===== config.mk =====
export PLATFORM = sky130hd
export DESIGN_NAME = pdm_stereo_frontend
export DESIGN_NICKNAME = d
export VERILOG_FILES = /design/src/rtl/pdm_fe_pkg.sv /design/src/rtl/pdm_clk_div.sv /design/src/rtl/pdm_cic3.sv /design/src/rtl/pdm_stereo_frontend.sv
export SDC_FILE = /design/constraint.sdc
export NUM_CORES = 1
export LEC_CHECK = 0
export BUFFER_PORTS_ARGS = -buffer_cell sky130_fd_sc_hd__buf_2
export CORE_MARGIN = 2
export CORE_UTILIZATION = 58
export CTS_CLUSTER_SIZE = 8
export DETAILED_ROUTE_END_ITERATION = 8
export GPL_TIMING_DRIVEN = 0
export MAX_ROUTING_LAYER = met4
export PLACE_DENSITY = 0.75
export SLEW_MARGIN = 25
export SYNTH_ARGS = -nofsm -noshare
export SYNTH_HDL_FRONTEND = slang
export SYNTH_SLANG_ARGS = --single-unit

===== constraint.sdc =====
create_clock -name clk -period 9.6 [get_ports clk]
set_input_delay 1.92 -clock clk [delete_from_list [all_inputs] [get_ports clk]]
set_output_delay 1.92 -clock clk [all_outputs]
set_load 0.005 [all_outputs]

===== src/rtl/pdm_fe_pkg.sv =====
package pdm_fe_pkg;

  // Number of microphone clock periods in one audio frame.
  localparam int MIC_PER_FRAME = 64;

  // Order of the decimating filter.
  localparam int CIC_ORDER = 3;

  typedef enum logic {
    CH_LEFT  = 1'b0,
    CH_RIGHT = 1'b1
  } chan_e;

  // Picks the channel for a sample from the phase it was taken in and the
  // latched polarity: with polarity 1 the high phase is left.
  function automatic chan_e phase_to_chan(input logic phase_high, input logic pol);
    return (phase_high == pol) ? CH_LEFT : CH_RIGHT;
  endfunction

endpackage


===== src/rtl/pdm_clk_div.sv =====
module pdm_clk_div #(
  parameter int HALF_DIV = 2
) (
  input  logic clk,
  input  logic rst_n,
  input  logic enable,
  input  logic frame_stb,
  output logic mic_clk,
  output logic cap_stb,
  output logic cap_high
);

  localparam int CNT_W = (HALF_DIV > 1) ? $clog2(HALF_DIV) : 1;
  localparam logic [CNT_W-1:0] LAST = CNT_W'(HALF_DIV - 1);

  logic             run_q, run_d;
  logic             clk_q, clk_d;
  logic [CNT_W-1:0] cnt_q, cnt_d;

  always_comb begin
    run_d = run_q;
    clk_d = clk_q;
    cnt_d = cnt_q;
    if (!enable) begin
      run_d = 1'b0;
      clk_d = 1'b0;
      cnt_d = '0;
    end else if (frame_stb) begin
      run_d = 1'b1;
      clk_d = 1'b1;
      cnt_d = '0;
    end else if (run_q) begin
      if (cnt_q == LAST) begin
        cnt_d = '0;
        clk_d = ~clk_q;
      end else begin
        cnt_d = cnt_q + 1'b1;
      end
    end
  end

  always_ff @(posedge clk or negedge rst_n) begin
    if (!rst_n) begin
      run_q <= 1'b0;
      clk_q <= 1'b0;
      cnt_q <= '0;
    end else begin
      run_q <= run_d;
      clk_q <= clk_d;
      cnt_q <= cnt_d;
    end
  end

  // Sample in the last system cycle of each phase, just before the opposite edge.
  assign cap_stb  = enable && run_q && (cnt_q == LAST);
  assign cap_high = clk_q;
  assign mic_clk  = clk_q;

endmodule


===== src/rtl/pdm_cic3.sv =====
module pdm_cic3 #(
  parameter int LOG_R = 6,
  parameter int OUT_W = 16
) (
  input  logic                    clk,
  input  logic                    rst_n,
  input  logic                    clear,
  input  logic                    bit_en,
  input  logic                    bit_in,
  input  logic                    dump,
  output logic signed [OUT_W-1:0] pcm
);

  import pdm_fe_pkg::*;

  localparam int ORDER = CIC_ORDER;
  localparam int GROWTH = ORDER * LOG_R;
  localparam int ACC_W = GROWTH + 1;
  localparam int SH = GROWTH - OUT_W;
  localparam logic signed [ACC_W:0] OFFSET = (ACC_W+1)'(1 << (GROWTH - 1));
  localparam logic signed [ACC_W:0] HI = (ACC_W+1)'((1 << (OUT_W - 1)) - 1);
  localparam logic signed [ACC_W:0] LO = ~HI;

  logic [ACC_W-1:0] integ_q [ORDER];
  logic [ACC_W-1:0] integ_d [ORDER];
  logic [ACC_W-1:0] integ_n [ORDER];
  logic [ACC_W-1:0] dly_q   [ORDER];
  logic [ACC_W-1:0] dly_d   [ORDER];
  logic [ACC_W-1:0] stage;
  logic [ACC_W-1:0] comb_v;
  logic signed [ACC_W:0] ys, ysh;
  logic signed [OUT_W-1:0] pcm_q, pcm_d, sat_v;

  always_comb begin
    stage = {{(ACC_W-1){1'b0}}, bit_in};
    for (int i = 0; i < ORDER; i++) begin
      integ_n[i] = integ_q[i] + stage;
      stage      = integ_n[i];
    end
    // The comb sees this cycle's bit when a capture and a dump coincide.
    comb_v = bit_en ? integ_n[ORDER-1] : integ_q[ORDER-1];
    for (int i = 0; i < ORDER; i++) begin
      dly_d[i] = dump ? comb_v : dly_q[i];
      comb_v   = comb_v - dly_q[i];
    end
    ys  = $signed({1'b0, comb_v}) - OFFSET;
    ysh = ys >>> SH;
    if (ysh > HI)      sat_v = HI[OUT_W-1:0];
    else if (ysh < LO) sat_v = LO[OUT_W-1:0];
    else               sat_v = ysh[OUT_W-1:0];

    pcm_d = dump ? sat_v : pcm_q;
    for (int i = 0; i < ORDER; i++) begin
      integ_d[i] = bit_en ? integ_n[i] : integ_q[i];
    end
    if (clear) begin
      for (int i = 0; i < ORDER; i++) begin
        integ_d[i] = '0;
        dly_d[i]   = '0;
      end
    end
  end

  always_ff @(posedge clk or negedge rst_n) begin
    if (!rst_n) begin
      for (int i = 0; i < ORDER; i++) begin
        integ_q[i] <= '0;
        dly_q[i]   <= '0;
      end
      pcm_q <= '0;
    end else begin
      for (int i = 0; i < ORDER; i++) begin
        integ_q[i] <= integ_d[i];
        dly_q[i]   <= dly_d[i];
      end
      pcm_q <= pcm_d;
    end
  end

  assign pcm = pcm_q;

endmodule


===== src/rtl/pdm_stereo_frontend.sv =====
module pdm_stereo_frontend #(
  parameter int HALF_DIV = 2,
  parameter int RATIO    = pdm_fe_pkg::MIC_PER_FRAME,
  parameter int OUT_W    = 16
) (
  input  logic                    clk,
  input  logic                    rst_n,
  input  logic                    frame_stb,
  input  logic                    enable,
  input  logic                    polarity,
  input  logic                    pdm_data,
  output logic                    mic_clk,
  output logic signed [OUT_W-1:0] pcm_left,
  output logic signed [OUT_W-1:0] pcm_right,
  output logic                    pcm_valid
);

  import pdm_fe_pkg::*;

  localparam int LOG_R = $clog2(RATIO);
  localparam int NCH = 2;

  logic cap_stb, cap_high;
  logic pol_q, pol_d;
  logic primed_q, primed_d;
  logic valid_q, valid_d;
  chan_e cap_ch;
  logic [NCH-1:0] ch_en;
  logic signed [OUT_W-1:0] ch_pcm [NCH];

  pdm_clk_div #(.HALF_DIV(HALF_DIV)) u_div (
    .clk      (clk),
    .rst_n    (rst_n),
    .enable   (enable),
    .frame_stb(frame_stb),
    .mic_clk  (mic_clk),
    .cap_stb  (cap_stb),
    .cap_high (cap_high)
  );

  always_comb begin
    // The routing for the new frame is taken at the strobe only.
    pol_d    = frame_stb ? polarity : pol_q;
    primed_d = enable ? (primed_q | frame_stb) : 1'b0;
    valid_d  = enable && frame_stb && primed_q;
    cap_ch   = phase_to_chan(cap_high, pol_q);
    for (int c = 0; c < NCH; c++) begin
      ch_en[c] = cap_stb && (cap_ch == chan_e'(c));
    end
  end

  always_ff @(posedge clk or negedge rst_n) begin
    if (!rst_n) begin
      pol_q    <= 1'b1;
      primed_q <= 1'b0;
      valid_q  <= 1'b0;
    end else begin
      pol_q    <= pol_d;
      primed_q <= primed_d;
      valid_q  <= valid_d;
    end
  end

  for (genvar c = 0; c < NCH; c++) begin : g_ch
    pdm_cic3 #(.LOG_R(LOG_R), .OUT_W(OUT_W)) u_cic (
      .clk   (clk),
      .rst_n (rst_n),
      .clear (!enable),
      .bit_en(ch_en[c]),
      .bit_in(pdm_data),
      .dump  (valid_d),
      .pcm   (ch_pcm[c])
    );
  end

  assign pcm_left  = ch_pcm[CH_LEFT];
  assign pcm_right = ch_pcm[CH_RIGHT];
  assign pcm_valid = valid_q;

endmodule


# [Word level (Yosys, flattened, before mapping)]
# Cells that the tools add are included.
[classes] add_sub_neg=15 n_lt_le_gt_ge=4 eq_ne=7 muxes=32 bitwise_logic=2 reduce_logical=7
[ops] op="2-to-1 mux 19 bit" count=12
[ops] op="2-to-1 mux 57 bit" count=4
[ops] op="subtractor 19 bit" count=6
[ops] op="adder 19 bit" count=4
[ops] op="2-to-1 mux 16 bit" count=4
[ops] op="subtractor 19 x 18 -> 20 bit (second input constant)" count=2
[ops] op="adder 19 x 1 -> 19 bit" count=2
[ops] op="> comparator 18 x 16 -> 1 bit (second input constant)" count=2
[ops] op="< comparator 18 x 16 -> 1 bit (second input constant)" count=2
[ops] op="2-to-1 mux 1 bit" count=12
[ops] op="logical AND 1 bit" count=6
[ops] op="inequality test 2 x 1 -> 1 bit (second input constant)" count=3
[ops] op="inequality test 3 x 2 -> 1 bit (second input constant)" count=2
[ops] op="inequality test 2 bit (second input constant)" count=1
[ops] op="AND reduction 2 bit" count=1
[ops] op="adder 1 bit (second input constant)" count=1
[ops] op="equality test 1 bit" count=1
[ops] op="NOT 1 bit" count=1
[ops] op="bitwise OR 1 bit" count=1
[word_totals] register_bits=266 inputBits=6 out_inout_bits=34

# [Longest topological paths before layout]
[depth] depth_word=11 mapped_depth=48 ltp_nobuf=47

# [By module]
# A second synthesis with hierarchy kept.
[unflattened] hier_cells=2202 area_unflattened_um2=20046.7
[modules_own_cells] module="pdm_cic3 (g_ch[1].u_cic)" instances=1 cells_per_inst=1094 area_each_um2=9967.1 seq_area_each_um2=3253.1
[modules_own_cells] module="pdm_cic3 (g_ch[0].u_cic)" instances=1 cells_per_inst=1086 area_each_um2=9815.7 seq_area_each_um2=3253.1
[modules_own_cells] module="pdm_clk_div" instances=1 cells_per_inst=11 area_each_um2=137.6 seq_area_each_um2=75.1
[modules_own_cells] module="pdm_stereo_frontend" instances=1 cells_per_inst=11 area_each_um2=126.4 seq_area_each_um2=76.3

# [Worst setup path before layout]
# Ideal clock, no wire load.
[synth_path] path_kind="input to register" start="in pdm_data" end="reg g_ch[0].u_cic.pcm_q[11]" setup_ns=0.138 t_arrival_ns=10.928 slack_ns=-1.466 stages=47 path_cell_list="ha_1 ha_1 ha_1 a21o_1 a21oi_1 o21bai_1 a21o_1 a21o_1 a21oi_1 xnor2_1 ha_1 a21oi_1 nor2b_1 o21ai_0 nand2b_1 a221o_1 xnor2_1 nor2_1 (+11 left out) a21oi_1 o21ai_0 nor2_1 xnor2_1 ha_1 nor2b_1 a311o_1 a21oi_1 xor2_1 xnor2_1 ha_1 nor3_1 nand4_1 or4_1 or4_1 o31ai_1 buf_2 o211ai_1"
[synth_via] elab_chain_len=11 elab_cells_between_ends=12
[synth_lines] item="start, declared" line_no="pdm_stereo_frontend.sv:11" rtl="input logic pdm_data,"
[synth_lines] item="adder 19 x 1 -> 19 bit (*)" line_no="pdm_cic3.sv:37" rtl="integ_n[i] = integ_q[i] + stage;"
[synth_lines] item="adder 19 bit (*) (2 in a row)" line_no="pdm_cic3.sv:37"
[synth_lines] item="2-to-1 mux 19 bit (*)"
[synth_lines] item="subtractor 19 bit (*) (3 in a row)" line_no="pdm_cic3.sv:44" rtl="comb_v = comb_v - dly_q[i];"
[synth_lines] item="subtractor 19 x 18 -> 20 bit (*)" line_no="pdm_cic3.sv:46" rtl="ys = $signed({1'b0, comb_v}) - OFFSET;"
[synth_lines] item="< comparator 18 x 16 -> 1 bit" line_no="pdm_cic3.sv:49" rtl="else if (ysh < LO) sat_v = LO[OUT_W-1:0];"
[synth_lines] item="2-to-1 mux 16 bit" line_no="pdm_cic3.sv:49"
[synth_lines] item="2-to-1 mux 16 bit (*)" line_no="pdm_cic3.sv:48" rtl="if (ysh > HI) sat_v = HI[OUT_W-1:0];"
[synth_lines] item="end signal, assigned" line_no="pdm_cic3.sv:76" rtl="pcm_q <= pcm_d;"
[synth_lines] item="end, declared" line_no="pdm_cic3.sv:32" rtl="logic signed [OUT_W-1:0] pcm_q, pcm_d, sat_v;"
# Mark *: on every way between the ends. The rest lies on a longest branch, timed or not.
# A chain may end at the register's enable or synchronous reset.

# [Worst setup path in the final report]
[layout_path] start="in pdm_data" end="reg g_ch[0].u_cic.pcm_q[3]"
# The elaborated chain is that of the path after synthesis.

==> impl_metrics.json <==
{
  "drt_first_pass_iters": 5,
  "instances_no_fill": 2921,
  "cts_tree": "done",
  "critPathLaunch": "pdm_data",
  "grt_pass1_wl_mm": 80.84,
  "critical_path.max_stage_delay_ns": 0.49,
  "period_share_pct": 115.1,
  "synth_most_common_cell": "nand2_1",
  "worst_setup_path_start_kind": "primary input",
  "drv_cap": 0,
  "synthFlopType": "dfrtp_1",
  "yosysTopAreaCellShare_pct": 33.95,
  "crit_end": "g_ch[0].u_cic.pcm[3]",
  "hold_violations": 0,
  "critPathKind": "in2reg",
  "drive_gt1_share_pct": 15.81,
  "ff2ff_setup_slack_ns": -0.39,
  "rsz0062_at_grt": "yes",
  "diodes": 0,
  "fin_skew_ns": 0.01858,
  "pre_cts_ws_ns": -2.463,
  "grt_max_degree": 78,
  "violations": "negative setup slack",
  "yosys_warnings": 0,
  "grt_pass1_vias": 16492,
  "netlist_top_cells_count": "nand2_1, dfrtp_1, ha_1, inv_1, nor2_1",
  "grt_use_total_pct": 28.87,
  "fillCellCount": 2552,
  "antenna_found_initial": 0,
  "slowest_stage": "or4_1",
  "worst_ep_required_time_ns": 10.00,
  "die_h_um": 187.5,
  "clk_transition_reported_paths_ns": 0.05,
  "final_util_pct": 70.39,
  "cts_sinks": 266,
  "maxSlewViolCount": 0,
  "die_area_um2": 35160,
  "synth_seq_area_share_pct": 34.09,
  "fin_tns_setup_ns": -17.69,
  "timing.fmax_mhz": 90.51,
  "cts_buffers": 39,
  "core_area_um2": 33360,
  "min_path_type": "reg2reg",
  "synth_edf_count": 0,
  "clock_latency_ns": 0.55,
  "ant_nets": 0,
  "dp_cells": 2781,
  "peakVddDrop_uv": 121.0,
  "regToRegEndpoint": "g_ch[0].u_cic.pcm[3]",
  "syn_area_per_cell_um2": 8.521,
  "synthesis.nets": 2504,
  "synth_cells": 2292,
  "fp.dieW_um": 187.5,
  "start_util_pct": 58.54,
  "wl_mm": 51.78,
  "place_congestion": 0.9052,
  "fin_nets": 2676,
  "powerDensity_nw_per_um2": 133.6,
  "clock_path_buffers": 3,
  "reg2reg_depth": 46,
  "ys_ff_latch": 266,
  "synth_top_area_cell": "dfrtp_1",
  "critPathMaxFanout": 5,
  "cp_data_arrival_time_ns": 11.45,
  "status": "complete, but fails checks",
  "hpwl_mm": 35.26,
  "drt-initial-drc-count": 1104,
  "vias_per_cell": 5.808,
  "r2r-start": "g_ch[0].u_cic.integ_q[38]",
  "setup_violations": 16,
  "async_reset_ff_share_pct": 100.0,
  "leakagePower_nw": 11.36,
  "tightest_slew_ns": 0.9722,
  "pin_count": 40,
  "timing.final.crit_period_ns": 11.05,
  "ys_types": 71,
  "wire_per_inst_um": 17.73,
  "path_common_cell": "ha_1",
  "num_rows": 67,
  "drcViolationCount": 0,
  "yosys-top-cells-area": "dfrtp_1, ha_1, xnor2_1",
  "root_buffer": "clkbuf_16",
  "grt_overflow": 0,
  "via_count": 16966,
  "area_delta_synth_final_pct": 20.26,
  "fin_ws_ns": -1.448,
  "port_buffers": 38,
  "end_kind": "flip-flop",
  "cts_max_level": 2,
  "max_slew_margin_pct": 35.19,
  "synth_area_um2": 19530
}
[critical path, delay by kind of cell]
family	cells	cell delay [ns]
AO/OA/AOI/OAI	11	2.22
XOR/XNOR	7	1.13
AND/OR/NAND/NOR	17	3.57
buffers and inverters	5	0.55
adder cells (fa/ha/maj)	7	2.06
[how the worst min path moves through the flow]
stage	startpoint	end	depth (start not counted)
final	primed_q	primed_q	1
after global routing	primed_q	primed_q	1
after CTS	primed_q	primed_q	1
after detailed placement	primed_q	primed_q	1
after global placement	primed_q	primed_q	1
after floorplan	primed_q	primed_q	1
[stage by stage]
stage          hold WS, ns  cell area [um2]  total power, W
2_1_floorplan       0.4516            19660        0.001505
3_3_place_gp        0.4658            20410        0.001669
3_5_place_dp        0.4757            20500        0.001684
4_1_cts             0.4862            22190        0.003035
5_1_grt             0.5065            23490        0.003259
6_report            0.4802            23490        0.003138
[repair_timing]
action,4_1_cts,5_1_grt
pin swaps,47,91
hold buffers,0,0
setup endpoints to repair,32,32
gates resized for setup,72,172
gates cloned,1,0
buffers inserted,40,49
[registers in the layout, summed over array words and instances, names as in the netlist]
name / cells
g_ch.u_cic.dly_q: 114
g_ch.u_cic.integ_q: 114
g_ch.u_cic.pcm: 32
pcm_valid: 1
pol_q: 1
primed_q: 1
u_div.cap_high: 1
u_div.cnt_q: 1
u_div.run_q: 1
[metal layers]
layer	up-vias	GRT usage (%)	wire length, um
met4	0	10.48	1568
met2	415	47.00	25330
met5	-	-	0
li1	8183	-	-
met1	8254	37.00	22390
met3	114	3.987	2491
[where the power goes]
group / internal (W) / switching, W / total (W)
combinational: 0.000300 / 0.000341 / 0.000641
clock: 0.000757 / 0.000512 / 0.00127
sequential: 0.00119 / 0.0000369 / 0.00123
total: 0.00225 / 0.000890 / 0.00314
[placed cells by master (no fill, tap or decap), types with 28 or more instances in the layout]
cell       instances
clkbuf_16         41
a21o_1            47
clkbuf_1          72
o21ai_0          104
nand3_1          143
a21boi_0          51
and3_1            28
o211ai_1          31
nor2_1           134
dfrtp_1          265
xnor2_1          114
nor2b_1           54
a21oi_2           44
buf_4             87
nand2_1          283
and2_1            34
ha_4              30
inv_1            185
xor2_1            65
a21oi_1           79
ha_1             163
buf_2             39
[kinds of logic (layout without fill, tap and decap cells)]
kind of cell               after synthesis  after routing  synth area share [%]
buffers and inverters                  267            448                 5.157
DFF                                    266            266                 34.09
adders and majority gates              206            206                 13.51
and+or+nand+nor                        814            814                 19.80
AOI/OAI and AO/OA                      511            511                 16.77
xor gates and xnor gates               208            208                 9.655
muxes                                   20             20                 1.031
[cell type report]
class	instances	area (um2)	area share [%]
Multi-Input combinational cell	1759	13210	56.25
Clock inverter	1	7.507	0.03196
Timing Repair Buffer	131	979.7	4.171
Clock buffer	49	1056	4.496
Tap cell	448	560.5	2.387
Buffer	80	311.5	1.327
Inverter	187	701.9	2.989
Sequential cell	266	6658	28.35
(Power assumes the default switching activity.)
